$ cat src/rtl/qspi_pkg.sv
package qspi_pkg;
  typedef enum logic [1:0] {LN_X1 = 2'd0, LN_X2 = 2'd1, LN_X4 = 2'd2} lane_sh_e;

  typedef struct packed {
    logic     valid;
    logic     rd;
    lane_sh_e lsh;
  } op_info_t;

  typedef enum logic [2:0] {
    ST_IDLE, ST_OPC, ST_ADDR, ST_TA, ST_DATA, ST_GAP
  } seq_st_e;
endpackage

$ cat src/rtl/qspi_op_decode.sv
module qspi_op_decode
  import qspi_pkg::*;
(
  input  logic [7:0] opcode_i,
  output op_info_t   info_o
);
  always_comb begin
    info_o = '{valid: 1'b0, rd: 1'b0, lsh: LN_X1};
    unique case (opcode_i)
      8'h0B: info_o = '{valid: 1'b1, rd: 1'b1, lsh: LN_X1};
      8'h02: info_o = '{valid: 1'b1, rd: 1'b0, lsh: LN_X1};
      8'hBB: info_o = '{valid: 1'b1, rd: 1'b1, lsh: LN_X2};
      8'hB2: info_o = '{valid: 1'b1, rd: 1'b0, lsh: LN_X2};
      8'hEB: info_o = '{valid: 1'b1, rd: 1'b1, lsh: LN_X4};
      8'hE2: info_o = '{valid: 1'b1, rd: 1'b0, lsh: LN_X4};
      default: ;
    endcase
  end
endmodule

$ cat src/rtl/qspi_tick_gen.sv
module qspi_tick_gen #(
  parameter int DIV_W = 4
) (
  input  logic             clk_i,
  input  logic             rst_ni,
  input  logic             en_i,
  input  logic [DIV_W-1:0] div_i,
  output logic             tick_o
);
  logic [DIV_W-1:0] cnt_q;

  assign tick_o = en_i && (cnt_q == div_i);

  always_ff @(posedge clk_i or negedge rst_ni) begin
    if (!rst_ni)     cnt_q <= '0;
    else if (!en_i)  cnt_q <= '0;
    else if (tick_o) cnt_q <= '0;
    else             cnt_q <= cnt_q + 1'b1;
  end
endmodule

$ cat src/rtl/qspi_seq.sv
module qspi_seq
  import qspi_pkg::*;
#(
  parameter int ADDR_W    = 24,
  parameter int MAX_BYTES = 4,
  parameter int TA_CYC    = 2,
  parameter int LEN_W     = 3,
  localparam int DATA_W   = MAX_BYTES * 8,
  localparam int SR_W     = 8 + ADDR_W + DATA_W,
  localparam int CNT_W    = $clog2(SR_W + TA_CYC + 2)
) (
  input  logic              clk_i,
  input  logic              rst_ni,
  input  logic              start_i,
  input  logic [7:0]        opcode_i,
  input  logic [ADDR_W-1:0] addr_i,
  input  logic [LEN_W-1:0]  len_i,
  input  logic [DATA_W-1:0] wdata_i,
  input  op_info_t          info_i,
  input  logic              tick_i,
  input  logic [3:0]        dq_i,
  output logic              run_o,
  output logic              done_o,
  output logic              err_o,
  output logic              sclk_o,
  output logic              cs_no,
  output logic [3:0]        dq_o,
  output logic [3:0]        dq_oe_o,
  output logic [DATA_W-1:0] rx_o,
  output logic [LEN_W-1:0]  len_o
);
  seq_st_e           state_q;
  logic              rd_q;
  lane_sh_e          lsh_q;
  logic [SR_W-1:0]   sr_q;
  logic [DATA_W-1:0] rx_q;
  logic [CNT_W-1:0]  cnt_q;
  logic [LEN_W-1:0]  len_q;
  logic              sclk_q, cs_n_q, done_q, gap_first_q, err_q;

  logic [DATA_W-1:0] wswap;
  logic [LEN_W-1:0]  len_sat;
  logic [CNT_W-1:0]  data_clks;
  logic [2:0]        w_amt;
  logic [3:0]        rx_bits;

  // byte 0 leads on the wire, so it sits at the top of the shifter
  for (genvar i = 0; i < MAX_BYTES; i++) begin : g_swap
    assign wswap[(MAX_BYTES-1-i)*8 +: 8] = wdata_i[i*8 +: 8];
  end

  assign len_sat   = (int'(len_i) > MAX_BYTES) ? LEN_W'(MAX_BYTES) : len_i;
  assign data_clks = CNT_W'({len_q, 3'b000} >> lsh_q);
  assign w_amt     = 3'd1 << lsh_q;

  always_comb begin
    unique case (lsh_q)
      LN_X1:   rx_bits = {3'b000, dq_i[0]};
      LN_X2:   rx_bits = {2'b00, dq_i[1:0]};
      default: rx_bits = dq_i;
    endcase
  end

  always_ff @(posedge clk_i or negedge rst_ni) begin
    if (!rst_ni) begin
      state_q     <= ST_IDLE;
      rd_q        <= 1'b0;
      lsh_q       <= LN_X1;
      sr_q        <= '0;
      rx_q        <= '0;
      cnt_q       <= '0;
      len_q       <= '0;
      sclk_q      <= 1'b0;
      cs_n_q      <= 1'b1;
      done_q      <= 1'b0;
      gap_first_q <= 1'b0;
      err_q       <= 1'b0;
    end else begin
      done_q      <= gap_first_q;
      gap_first_q <= 1'b0;
      unique case (state_q)
        ST_IDLE: if (start_i) begin
          if (info_i.valid) begin
            state_q <= ST_OPC;
            rd_q    <= info_i.rd;
            lsh_q   <= info_i.lsh;
            sr_q    <= {opcode_i, addr_i, wswap};
            rx_q    <= '0;
            len_q   <= len_sat;
            cnt_q   <= CNT_W'(8);
            cs_n_q  <= 1'b0;
            err_q   <= 1'b0;
          end else begin
            err_q   <= 1'b1;
          end
        end
        ST_GAP: if (tick_i) begin
          if (cnt_q == CNT_W'(1)) state_q <= ST_IDLE;
          else                    cnt_q   <= cnt_q - 1'b1;
        end
        default: if (tick_i) begin
          if (!sclk_q) begin
            sclk_q <= 1'b1;
            if (state_q == ST_DATA && rd_q)
              rx_q <= (rx_q << w_amt) | DATA_W'(rx_bits);
          end else begin
            sclk_q <= 1'b0;
            if (state_q == ST_OPC || state_q == ST_ADDR) sr_q <= sr_q << 1;
            else if (state_q == ST_DATA && !rd_q)       sr_q <= sr_q << w_amt;
            if (cnt_q != CNT_W'(1)) begin
              cnt_q <= cnt_q - 1'b1;
            end else begin
              unique case (state_q)
                ST_OPC: begin
                  state_q <= ST_ADDR;
                  cnt_q   <= CNT_W'(ADDR_W);
                end
                ST_ADDR: begin
                  if (len_q == '0) begin
                    state_q <= ST_GAP; cs_n_q <= 1'b1; cnt_q <= CNT_W'(2); gap_first_q <= 1'b1;
                  end else if (rd_q && TA_CYC != 0) begin
                    state_q <= ST_TA;   cnt_q <= CNT_W'(TA_CYC);
                  end else begin
                    state_q <= ST_DATA; cnt_q <= data_clks;
                  end
                end
                ST_TA: begin
                  state_q <= ST_DATA;
                  cnt_q   <= data_clks;
                end
                default: begin
                  state_q <= ST_GAP; cs_n_q <= 1'b1; cnt_q <= CNT_W'(2); gap_first_q <= 1'b1;
                end
              endcase
            end
          end
        end
      endcase
    end
  end

  always_comb begin
    dq_o    = '0;
    dq_oe_o = '0;
    if (state_q == ST_OPC || state_q == ST_ADDR) begin
      dq_o[0] = sr_q[SR_W-1];
      dq_oe_o = 4'b0001;
    end else if (state_q == ST_DATA && !rd_q) begin
      unique case (lsh_q)
        LN_X1:   begin dq_o[0]   = sr_q[SR_W-1];       dq_oe_o = 4'b0001; end
        LN_X2:   begin dq_o[1:0] = sr_q[SR_W-1 -: 2];  dq_oe_o = 4'b0011; end
        default: begin dq_o      = sr_q[SR_W-1 -: 4];  dq_oe_o = 4'b1111; end
      endcase
    end
  end

  assign run_o  = (state_q != ST_IDLE);
  assign done_o = done_q;
  assign err_o  = err_q;
  assign sclk_o = sclk_q;
  assign cs_no  = cs_n_q;
  assign rx_o   = rx_q;
  assign len_o  = len_q;
endmodule

$ cat src/rtl/qspi_opcode_master.sv
module qspi_opcode_master
  import qspi_pkg::*;
#(
  parameter int ADDR_W    = 24,
  parameter int MAX_BYTES = 4,
  parameter int TA_CYC    = 2,
  parameter int DIV_W     = 4,
  localparam int LEN_W    = $clog2(MAX_BYTES + 1),
  localparam int DATA_W   = MAX_BYTES * 8
) (
  input  logic              clk_i,
  input  logic              rst_ni,
  input  logic [DIV_W-1:0]  div_i,
  input  logic              start_i,
  input  logic [7:0]        opcode_i,
  input  logic [ADDR_W-1:0] addr_i,
  input  logic [LEN_W-1:0]  len_i,
  input  logic [DATA_W-1:0] wdata_i,
  output logic [DATA_W-1:0] rdata_o,
  output logic              busy_o,
  output logic              done_o,
  output logic              err_o,
  output logic              sclk_o,
  output logic              cs_no,
  output logic [3:0]        dq_o,
  output logic [3:0]        dq_oe_o,
  input  logic [3:0]        dq_i
);
  op_info_t          op_info;
  logic              run, tick;
  logic [DATA_W-1:0] rx;
  logic [LEN_W-1:0]  len_q;

  qspi_op_decode u_dec (
    .opcode_i (opcode_i),
    .info_o   (op_info)
  );

  qspi_tick_gen #(.DIV_W(DIV_W)) u_tick (
    .clk_i  (clk_i),
    .rst_ni (rst_ni),
    .en_i   (run),
    .div_i  (div_i),
    .tick_o (tick)
  );

  qspi_seq #(
    .ADDR_W    (ADDR_W),
    .MAX_BYTES (MAX_BYTES),
    .TA_CYC    (TA_CYC),
    .LEN_W     (LEN_W)
  ) u_seq (
    .clk_i    (clk_i),
    .rst_ni   (rst_ni),
    .start_i  (start_i),
    .opcode_i (opcode_i),
    .addr_i   (addr_i),
    .len_i    (len_i),
    .wdata_i  (wdata_i),
    .info_i   (op_info),
    .tick_i   (tick),
    .dq_i     (dq_i),
    .run_o    (run),
    .done_o   (done_o),
    .err_o    (err_o),
    .sclk_o   (sclk_o),
    .cs_no    (cs_no),
    .dq_o     (dq_o),
    .dq_oe_o  (dq_oe_o),
    .rx_o     (rx),
    .len_o    (len_q)
  );

  // first received byte ends up highest in rx; flip to byte-0-low order
  always_comb begin
    rdata_o = '0;
    for (int i = 0; i < MAX_BYTES; i++)
      if (i < int'(len_q)) rdata_o[i*8 +: 8] = rx[(int'(len_q) - 1 - i)*8 +: 8];
  end

  assign busy_o = run;
endmodule

$ cat config.mk
export PLATFORM = sky130hd
export DESIGN_NAME = qspi_opcode_master
export DESIGN_NICKNAME = d
export VERILOG_FILES = /design/src/rtl/qspi_pkg.sv /design/src/rtl/qspi_op_decode.sv /design/src/rtl/qspi_tick_gen.sv /design/src/rtl/qspi_seq.sv /design/src/rtl/qspi_opcode_master.sv
export SDC_FILE = /design/constraint.sdc
export NUM_CORES = 1
export LEC_CHECK = 0
export ABC_AREA = 1
export ABC_CLOCK_PERIOD_IN_PS = 7250
export BUFFER_PORTS_ARGS = -buffer_cell sky130_fd_sc_hd__buf_2
export CAP_MARGIN = 10
export CORE_ASPECT_RATIO = 1.75
export CORE_UTILIZATION = 60
export DETAILED_ROUTE_END_ITERATION = 16
export PLACE_DENSITY = 0.89
export SETUP_SLACK_MARGIN = 0.1
export SLEW_MARGIN = 0
export SYNTH_ARGS = -nofsm -noshare
export SYNTH_HDL_FRONTEND = slang
export SYNTH_SLANG_ARGS = --single-unit
$ cat constraint.sdc
create_clock -name clk_i -period 7.25 [get_ports clk_i]
set_clock_uncertainty 0.05 [all_clocks]
set_input_delay 0.3625 -clock clk_i [delete_from_list [all_inputs] [get_ports clk_i]]
set_output_delay 0.3625 -clock clk_i [all_outputs]
set_load 0.02 [all_outputs]
==> run metrics <==
GP Congestion 0.952; Crit path buffers/inverters 3; layout cell share with drive strength beyond 1 14.3%; first-pass GRT wire length 53300 um; Slowest-stage cell, CP dfrtp_2; drt first pass iters 6; Synth Net Count 1869; die width 103 um; RSZ-0062 raised after global routing false; register area share after synthesis 28.4%; Die Ht 178 um; Crit path arrival time 4.62 ns; Leakage 5.71 nW; Initial DRC Count 1093; Async SR Flop Fraction 100%; endpoints failing setup 0; period utilisation layout 69.3%; CP max stage delay 0.97 ns; area leader, netlist dfrtp_1; PostCTS Resize Cnt 0; Vias/cell 5.93; antenna violations before repair 3; final non-filler cell total 2057; Mapped Area 10700 um^2; dpl cells 2021; worst endpoint required time 6.84 ns; library cells used by synthesis 40; CTS Sinks 121; DR vias 12200; DP HPWL 21900 um; post-CTS setup buffer count 0; CORE AREA 17500 um^2; CP top delay family buffers and inverters; largest net degree at the start of global routing 98; Synth top area share 28.1%; Initial Util 61.2%; multi-input logic area 6670 um^2; final hold violation count 0; final design utilization 67.2%; Fillers 1626; Setup crit end kind primary output; post-route ant nets 0; Reg area 3030 um^2; CTS tree built; worst slack, placed 2.76 ns; CP Cell Sequence clkinv_1, ha_1, clkinv_1, ha_1, a21oi_1, nand2_1, o211ai_1, a21oi_1, buf_2; die area 18400 um^2; Placed Area 11100 um^2; top-count cell post-synth nand2_1; Worst setup SP type flop; fmax 0.199 GHz; Max VDD drop 237 uV; Post-Route WL 32800 um; I/O Buffers 122; Nets 1902; Yosys Warn Count 1; Mapped Cells 1777; vias in the first global route 11300; DRC viols 0; Setup CP Type flop to primary output; pwr dens 535 nW/um^2; Worst Tran Pin Value 1.18 ns; final instance area 11700 um^2; final slew viol count 0; leading post-synthesis cells by cell area dfrtp_1, nand2_1, o21ai_0, nand3_1, a21oi_1; IO Pins 123; number of synthesized flops with an enable pin 0; top cells by instance count after synthesis nand2_1, o21ai_0, nand3_1; total CTS buffers 17; Synth-to-Final Area Change 9.90%; relative slew slack 21.1%; register bit total from synthesis 121; max cap viols 0; Synth Flop Type dfrtp_1; # rows 64; Hold Path Class input port to flop; status finished clean; routed wire length per instance 15.9 um; setup TNS 0 ns; Worst-Skew Late Latency 0.43 ns; Avg Cell Area, Syn 6.01 um^2; CP max FO 70; Clk Tree Root Cell clkbuf_16; GRT Total Usage 37.4%; Post-CTS Hold Buffers 1; final worst slack 2.22 ns; Tmin final 5.03 ns; CTS max path bufs 2; GR Overflow Total 0; htree depth 4; CTS clk-pin slew, worst paths 0.06 ns
-- path summary, 6_finish.rpt --
path                              startpoint              to  slack, ns  cells past startpoint
min in group asynchronous             rst_ni    u_seq.done_o       0.47                      2
hold / removal                      len_i[0]  u_seq.len_o[0]       0.10                      3
setup reg to reg              u_seq.lsh_q[1]  u_seq.rx_o[27]       3.44                     10
hold reg to reg            u_seq.gap_first_q    u_seq.done_o       0.32                      0
setup / recovery              u_seq.len_o[0]     rdata_o[26]       2.22                      9
max in group asynchronous             rst_ni  u_seq.sr_q[45]       5.29                      3
-- through the flow --
| step | hold WS [ns] | power, mW |
|---|---|---|
| 5_1_grt | 0.130 | 6.86 |
| 2_1_floorplan | 0.0169 | 4.40 |
| 4_1_cts | 0.106 | 6.17 |
| 6_report | 0.104 | 6.27 |
| 3_3_place_gp | 0.291 | 5.20 |
| 3_5_place_dp | 0.306 | 5.29 |
-- worst reg2reg max path, cell delays in order (launching register included) --
cell and delay [ns]:
dfrtp_1 0.44, inv_1 0.25, ha_2 0.23, buf_4 0.71, inv_2 0.60, buf_4 0.49, o21ai_0 0.40, o21ai_0 0.14
nor2_1 0.13, nand2_1 0.08, o21ai_0 0.17
-- logic make-up (layout without fill, tap and decap cells) --
group	count (synthesis)	in the layout	share of synthesized area (%)
buffers and inverters	241	287	9.46
multiplexers	1	1	0.0937
flip-flops	121	121	28.4
adder cells (fa/ha/maj)	14	14	1.64
AO/OA/AOI/OAI	405	405	20.3
AND/OR/NAND/NOR	981	981	39.0
other	0	3	0
XOR/XNOR	14	14	1.15
-- registers in the layout, summed over array words and instances, names as in the netlist --
name,flops
u_seq.cnt_q,7
u_seq.state_q,3
u_seq.sr_q,64
u_seq.rd_q,1
u_seq.done_o,1
u_tick.cnt_q,4
u_seq.gap_first_q,1
u_seq.sclk_o,1
u_seq.lsh_q,2
u_seq.cs_no,1
u_seq.rx_o,32
u_seq.len_o,3
u_seq.err_o,1
-- routing by layer --
metal / part of all wire [%] / GRT usage, % / vias to the layer above
met5: 0 / 0 / -
met4: 6.7 / 26.9 / 0
met3: 8.7 / 10.1 / 167
met2: 50 / 62.9 / 673
met1: 35 / 39.4 / 5477
li1: - / - / 5877
-- cell usage in the layout, fill, tap and decap left out, types with 5 or more instances in the layout --
| master | instances |
|---|---|
| nand4_1 | 7 |
| o22ai_1 | 6 |
| a211oi_1 | 9 |
| a22oi_1 | 30 |
| nand2_2 | 5 |
| inv_2 | 6 |
| a31oi_1 | 6 |
| o21ai_1 | 14 |
| o21ai_0 | 229 |
| clkinv_1 | 5 |
| buf_2 | 121 |
| or2_2 | 76 |
| clkbuf_16 | 17 |
| nand2_1 | 613 |
| nor3_1 | 6 |
| xor2_1 | 12 |
| inv_1 | 110 |
| nand3_1 | 162 |
| buf_4 | 12 |
| a21oi_1 | 103 |
| nor2_1 | 100 |
| dfrtp_1 | 119 |
| ha_1 | 12 |
-- area by class of cell --
type / instances / area share (%)
Timing Repair Buffer: 134 / 6.01
Clock inverter: 8 / 0.810
Clock buffer: 24 / 4.10
Antenna cell: 3 / 0.0640
Tap cell: 231 / 2.46
Sequential cell: 121 / 25.8
Multi-Input combinational cell: 1415 / 56.9
Inverter: 121 / 3.87
-- report_power, final --
| part | switching [mW] | internal [mW] | leakage (nW) |
|---|---|---|---|
| registers | 0.330 | 0.975 | 1.54 |
| clock network | 0.314 | 0.530 | 0.280 |
| logic | 2.86 | 1.26 | 3.89 |
| total | 3.51 | 2.77 | 5.71 |
(Power assumes the default switching activity.)
